==> src/rtl/shd_pkg.sv <==
package shd_pkg;

    localparam int NUM_REGS  = 7;
    localparam int IDX_W     = 4;
    localparam int REG_SEL_W = 3;

    // bit 1 = write enable, bit 0 = read enable
    typedef struct packed {
        logic wr_en;
        logic rd_en;
    } attr_t;

    typedef struct packed {
        logic             hit;
        logic [IDX_W-1:0] idx;
    } region_t;

    typedef enum logic [1:0] {
        ROUTE_NONE = 2'd0,
        ROUTE_DRAM = 2'd1,
        ROUTE_FWD  = 2'd2
    } route_e;

    // a1914 holds address bits [19:14] of an address below 1 MB
    function automatic region_t decode_region(logic [5:0] a1914);
        region_t r;
        r = '0;
        if (a1914[5:4] == 2'b11) begin
            r.hit = 1'b1;
            if (!a1914[3])
                r.idx = 4'd2 + {1'b0, a1914[2:0]};
            else if (!a1914[2])
                r.idx = 4'd10 + {2'b00, a1914[1:0]};
            else
                r.idx = 4'd1;
        end
        return r;
    endfunction

    function automatic attr_t pick_nibble(logic [7:0] byte_val, logic odd);
        logic [3:0] nib;
        nib = odd ? byte_val[7:4] : byte_val[3:0];
        return attr_t'(nib[1:0]);
    endfunction

endpackage

==> src/rtl/shd_attr_regs.sv <==
module shd_attr_regs #(
    parameter int          NUM_REGS = 7,
    parameter logic [7:0]  CFG_BASE = 8'h59
) (
    input  logic                  clk,
    input  logic                  rst,
    input  logic [7:0]            cfg_addr,
    input  logic [7:0]            cfg_wdata,
    input  logic                  cfg_we,
    output logic [7:0]            cfg_rdata,
    output logic [NUM_REGS*8-1:0] regs_flat
);

    for (genvar g = 0; g < NUM_REGS; g++) begin : g_reg
        always_ff @(posedge clk) begin
            if (rst)
                regs_flat[g*8 +: 8] <= 8'h00;
            else if (cfg_we && (cfg_addr == CFG_BASE + 8'(g)))
                regs_flat[g*8 +: 8] <= cfg_wdata;
        end
    end

    always_comb begin
        cfg_rdata = 8'h00;
        for (int k = 0; k < NUM_REGS; k++) begin
            if (cfg_addr == CFG_BASE + 8'(k))
                cfg_rdata = regs_flat[k*8 +: 8];
        end
    end

endmodule

==> src/rtl/shd_region_decode.sv <==
module shd_region_decode
    import shd_pkg::*;
#(
    parameter int ADDR_W = 32
) (
    input  logic [ADDR_W-1:0] addr,
    output region_t           region
);

    logic below_1m;

    assign below_1m = ~|addr[ADDR_W-1:20];

    always_comb begin
        region = '0;
        if (below_1m)
            region = decode_region(addr[19:14]);
    end

endmodule

==> src/rtl/shd_fw_alias.sv <==
module shd_fw_alias #(
    parameter int ADDR_W    = 32,
    parameter int FW_BYTES  = 65536,
    parameter int ALIAS_MAX = 131072,
    localparam int OFF_W    = $clog2(FW_BYTES)
) (
    input  logic [ADDR_W-1:0] addr,
    output logic              hi_hit,
    output logic              lo_hit,
    output logic [OFF_W-1:0]  offset
);

    localparam int ALIAS_BYTES = (FW_BYTES < ALIAS_MAX) ? FW_BYTES : ALIAS_MAX;
    localparam logic [ADDR_W-1:0] HI_BASE  = ~ADDR_W'(FW_BYTES - 1);
    localparam logic [ADDR_W-1:0] ONE_MB   = ADDR_W'(32'h0010_0000);
    localparam logic [ADDR_W-1:0] LO_BASE  = ONE_MB - ADDR_W'(ALIAS_BYTES);

    assign hi_hit = (addr >= HI_BASE);
    assign lo_hit = (addr >= LO_BASE) && (addr < ONE_MB);

    // Both windows end on a FW_BYTES-aligned boundary, so the image offset
    // is the address modulo the image size in either window.
    assign offset = addr[OFF_W-1:0];

endmodule

==> src/rtl/shd_route.sv <==
module shd_route
    import shd_pkg::*;
(
    input  logic   mem_rd,
    input  logic   mem_wr,
    input  logic   in_region,
    input  attr_t  attr,
    input  logic   hi_hit,
    input  logic   lo_hit,
    output route_e route,
    output logic   fw_window
);

    logic req;
    logic enable;

    assign req    = mem_rd | mem_wr;
    assign enable = mem_wr ? attr.wr_en : attr.rd_en;

    always_comb begin
        if (!req)
            route = ROUTE_NONE;
        else if (hi_hit)
            route = ROUTE_FWD;
        else if (!in_region)
            route = ROUTE_DRAM;
        else if (enable)
            route = ROUTE_DRAM;
        else
            route = ROUTE_FWD;
    end

    assign fw_window = (route == ROUTE_FWD) && (hi_hit || lo_hit);

endmodule

==> src/rtl/shd_attr_ctrl.sv <==
module shd_attr_ctrl
    import shd_pkg::*;
#(
    parameter int ADDR_W    = 32,
    parameter int FW_BYTES  = 65536,
    parameter int ALIAS_MAX = 131072,
    localparam int OFF_W    = $clog2(FW_BYTES)
) (
    input  logic              clk,
    input  logic              rst,
    input  logic [7:0]        cfg_addr,
    input  logic [7:0]        cfg_wdata,
    input  logic              cfg_we,
    output logic [7:0]        cfg_rdata,
    input  logic [ADDR_W-1:0] mem_addr,
    input  logic              mem_rd,
    input  logic              mem_wr,
    output logic              sel_dram,
    output logic              sel_fwd,
    output logic              fw_hit,
    output logic [OFF_W-1:0]  fw_offset
);

    logic [NUM_REGS*8-1:0] regs_flat;
    region_t               region;
    logic [REG_SEL_W-1:0]  reg_sel;
    logic [7:0]            reg_byte;
    attr_t                 attr;
    logic                  hi_hit;
    logic                  lo_hit;
    logic [OFF_W-1:0]      offset;
    route_e                route;
    logic                  fw_window;

    shd_attr_regs #(
        .NUM_REGS (NUM_REGS),
        .CFG_BASE (8'h59)
    ) u_regs (
        .clk       (clk),
        .rst       (rst),
        .cfg_addr  (cfg_addr),
        .cfg_wdata (cfg_wdata),
        .cfg_we    (cfg_we),
        .cfg_rdata (cfg_rdata),
        .regs_flat (regs_flat)
    );

    shd_region_decode #(
        .ADDR_W (ADDR_W)
    ) u_decode (
        .addr   (mem_addr),
        .region (region)
    );

    assign reg_sel  = region.idx[IDX_W-1:1];
    assign reg_byte = regs_flat[reg_sel*8 +: 8];
    assign attr     = pick_nibble(reg_byte, region.idx[0]);

    shd_fw_alias #(
        .ADDR_W    (ADDR_W),
        .FW_BYTES  (FW_BYTES),
        .ALIAS_MAX (ALIAS_MAX)
    ) u_alias (
        .addr   (mem_addr),
        .hi_hit (hi_hit),
        .lo_hit (lo_hit),
        .offset (offset)
    );

    shd_route u_route (
        .mem_rd    (mem_rd),
        .mem_wr    (mem_wr),
        .in_region (region.hit),
        .attr      (attr),
        .hi_hit    (hi_hit),
        .lo_hit    (lo_hit),
        .route     (route),
        .fw_window (fw_window)
    );

    assign sel_dram  = (route == ROUTE_DRAM);
    assign sel_fwd   = (route == ROUTE_FWD);
    assign fw_hit    = fw_window;
    assign fw_offset = fw_window ? offset : '0;

endmodule

==> config.mk <==
export PLATFORM = sky130hd
export DESIGN_NAME = shd_attr_ctrl
export DESIGN_NICKNAME = d
export VERILOG_FILES = /design/src/rtl/shd_pkg.sv /design/src/rtl/shd_attr_regs.sv /design/src/rtl/shd_region_decode.sv /design/src/rtl/shd_fw_alias.sv /design/src/rtl/shd_route.sv /design/src/rtl/shd_attr_ctrl.sv
export SDC_FILE = /design/constraint.sdc
export NUM_CORES = 1
export LEC_CHECK = 0
export ABC_AREA = 0
export BUFFER_PORTS_ARGS = -buffer_cell sky130_fd_sc_hd__buf_2
export CAP_MARGIN = 15
export CORE_MARGIN = 2
export CORE_UTILIZATION = 30
export DETAILED_ROUTE_END_ITERATION = 10
export MAX_ROUTING_LAYER = met4
export PLACE_DENSITY = 0.5
export RECOVER_POWER = 50
export SETUP_SLACK_MARGIN = 0.05
export SKIP_LAST_GASP = 1
export SYNTH_ARGS = -nofsm -noshare
export SYNTH_HDL_FRONTEND = slang
export SYNTH_SLANG_ARGS = --single-unit
==> constraint.sdc <==
create_clock -name clk -period 3.5 [get_ports clk]
set_input_delay 0.35 -clock clk [delete_from_list [all_inputs] [get_ports clk]]
set_output_delay 0.35 -clock clk [all_outputs]
set_load 0.01 [all_outputs]
==> run metrics <==
total wire length 9.918 mm; Layout area overhead 19.74%; Top Registers u_regs.regs_flat x56; Post-synth EDFFs 0; vias in the first global route 3,067; Placer Congestion 0.8680; Leak 1.616 nW; Reg2Reg Launch Point u_regs.regs_flat[36]$_SDFFE_PP0P_; CP endpoint kind output port; clock power share 37.0%; P_sw 0.3098 mW; CP most frequent cell buf_2; CP Data Arrival Time 2820 ps; Setup WS post-layout 325.8 ps; DR pass1 iterations 5; max FFs per register 56; Worst VDD drop 190.1 uV; Reg clk slew, reported paths 100 ps; internal power 0.9433 mW; Synth async-reset ratio 0%; routed vias 3,166; crit-path max FO 17; Yosys cell types 49; #FFs+latches synth 56; Post-synth top flop dfxtp_1; syn avg cell area 8.181 um2; Critical Path Start Type primary input; Mapped Nets 455; required time worst endpoint 3150 ps; wire length of the first global-routing pass 15.88 mm; outcome finished, final reports clean; pre-CTS worst setup slack 317.0 ps; synth warn 0; Sink Count 56; Min-Delay Path Depth 3; Max Fclk 0.3150 GHz; DR WL/cell 16.29 um; reg2reg path depth 2; final core occ 36.38%; Ports 80; antenna violations before repair 0; Seq/Total Area, Yosys 34.34%; Core ar. 10,750 um2; setup TNS 0 ps; row cnt 38; Syn Std Cell Area 3264 um2; Slew headroom 30.75%; post-CTS setup buffer count 0; Worst Hold End u_regs.regs_flat[39]$_SDFFE_PP0P_; Comb power frac 12.0%; post-DP HPWL 7.096 mm; ant diodes 0; Final #Nets 524; R2R Setup Slk 2790 ps; crit-path cells buf_2 > inv_1 > ha_1 > mux2i_1 > mux2_1 > a221o_1 > a21oi_1 > o31ai_2 > o211ai_4 > and2_1 > buf_2; synthesized instance count 399; Root Buffer clkbuf_8; Post-DRT Antenna Nets 0; width of the die 108.3 um; H-tree depth 2; hold_sp cfg_wdata[7]; max-cap violations 0; die area 11,730 um2; Setup Skew 0 ps; Worst R2R End u_regs.regs_flat[36]$_SDFFE_PP0P_; fin. max-slew vios 0; TritonCTS clock tree built; crit path time final 3174 ps; final hold vios 0; pwr/cell area 320.6 nW/um2; via-per-instance ratio 5.199; Worst-Margin Slew 1039 ps; PortBufs 79; Num CTS Buffers 5; DRC viols 0; part of the cycle the worst path needs 90.69%; Starting Density 30.38%; CP peak stage delay 360 ps; post_cts resized 0; pin count of the biggest net entering global routing 57; Slowest-stage cell, CP ha_1; Sw Share 24.73%; final setup fails 0; total grt overflow 0; Fill cells 1,144; Tot GR Track Use 17.76%; sequential power share 50.9%; drt first-iter violations 179; Crit Path Category primary input to output port; Skew-Pair Late Insertion Delay 300 ps; Die Ht 108.3 um; largest register by flop count u_regs.regs_flat; RSZ-0062 raised after global routing false; Worst Hold Class primary input to register; ratio of cells with drive above 1 in the final layout 24.73%; cts hold-fix bufs 0; clock buffer depth 2
-- critical path, delay by kind of cell --
kind                       cells  cell delay, ps
muxes                          2             620
buffers and inverters          3             370
AOI/OAI and AO/OA              4             950
adders and majority gates      1             360
and+or+nand+nor                1             180
-- metal layers --
layer	GRT usage [%]	wire [um]	part of all wire, %
met1	22.37	4413	44
met2	30.14	4667	47
met3	2.351	699	7.0
met4	4.396	138	1.4
met5	-	0	0
-- placed cells by master (no fill, tap or decap), types with 10 or more instances in the layout --
cell | synthesis | final
mux2i_1 | 26 | 26
a21oi_1 | 49 | 49
and2_1 | 18 | 18
buf_2 | 2 | 79
o21ai_0 | 10 | 10
nand2_1 | 48 | 48
nor2_1 | 45 | 45
nand3_1 | 42 | 42
dfxtp_1 | 56 | 56
-- kinds of logic after synthesis --
group,synth area share [%]
and+or+nand+nor,27.52
adders and majority gates,1.150
buffers and inverters,3.641
muxes,15.56
DFF,34.34
AOI/OAI and AO/OA,17.79
-- cell type report --
cell class                      count  area (um2)  share of cell area, %
Clock buffer                        7       96.34                  2.465
Multi-Input combinational cell    314        2019                  51.66
Clock inverter                      1       30.03                 0.7682
Tap cell                          140       175.2                  4.481
Timing Repair Buffer               88       455.4                  11.65
Inverter                            3       11.26                 0.2881
Sequential cell                    56        1121                  28.68
-- worst max path at each step --
stage,start,to,depth (start not counted)
floorplan,mem_addr[15],fw_offset[10],10
global placement,mem_addr[15],fw_offset[0],11
detailed placement,mem_addr[15],fw_offset[7],11
CTS,mem_addr[15],fw_offset[7],11
global route,mem_addr[15],fw_offset[13],11
finish,mem_addr[15],fw_offset[7],11
-- cell usage after synthesis, types with 2 or more instances --
cell | number | area, um2
inv_1 | 3 | 11.26
mux2_2 | 7 | 78.83
a21oi_1 | 49 | 245.2
o22ai_1 | 2 | 12.51
buf_2 | 2 | 10.01
o221ai_1 | 2 | 17.52
mux2i_1 | 26 | 260.3
nand2b_1 | 3 | 18.77
and2_1 | 18 | 112.6
or2_1 | 2 | 12.51
nor2_1 | 45 | 168.9
o32ai_1 | 2 | 17.52
o211ai_1 | 2 | 15.01
nand3_1 | 42 | 210.2
ha_1 | 3 | 37.54
a22o_1 | 2 | 17.52
nor2b_1 | 5 | 31.28
nor4_4 | 2 | 42.54
a211o_1 | 2 | 17.52
nand4_1 | 6 | 37.54
a22oi_1 | 7 | 52.55
a31oi_1 | 2 | 12.51
buf_1 | 2 | 7.510
o21ai_0 | 10 | 50.05
dfxtp_1 | 56 | 1121
clkbuf_1 | 21 | 78.83
mux4_2 | 7 | 157.7
nand2_1 | 48 | 180.2
-- stage by stage --
step	hold WS [ps]	total power, mW	instances	instance area (um2)
global placement	441.2	0.8024	601	3795
floorplan	433.1	0.7303	399	3264
finish	351.0	1.253	609	3909
CTS	342.3	1.264	609	3921
global route	348.4	1.309	609	3909
detailed placement	443.3	0.8032	601	3795
-- power by group through the flow --
stage / registers, mW / logic, mW / clock network [mW]
6_report: 0.638 / 0.151 / 0.464
5_1_grt: 0.638 / 0.165 / 0.506
3_3_place_gp: 0.653 / 0.150 / 0
2_1_floorplan: 0.653 / 0.0777 / 0
3_5_place_dp: 0.653 / 0.150 / 0
4_1_cts: 0.638 / 0.151 / 0.475
No activity file was read; power rests on OpenSTA's default activity.
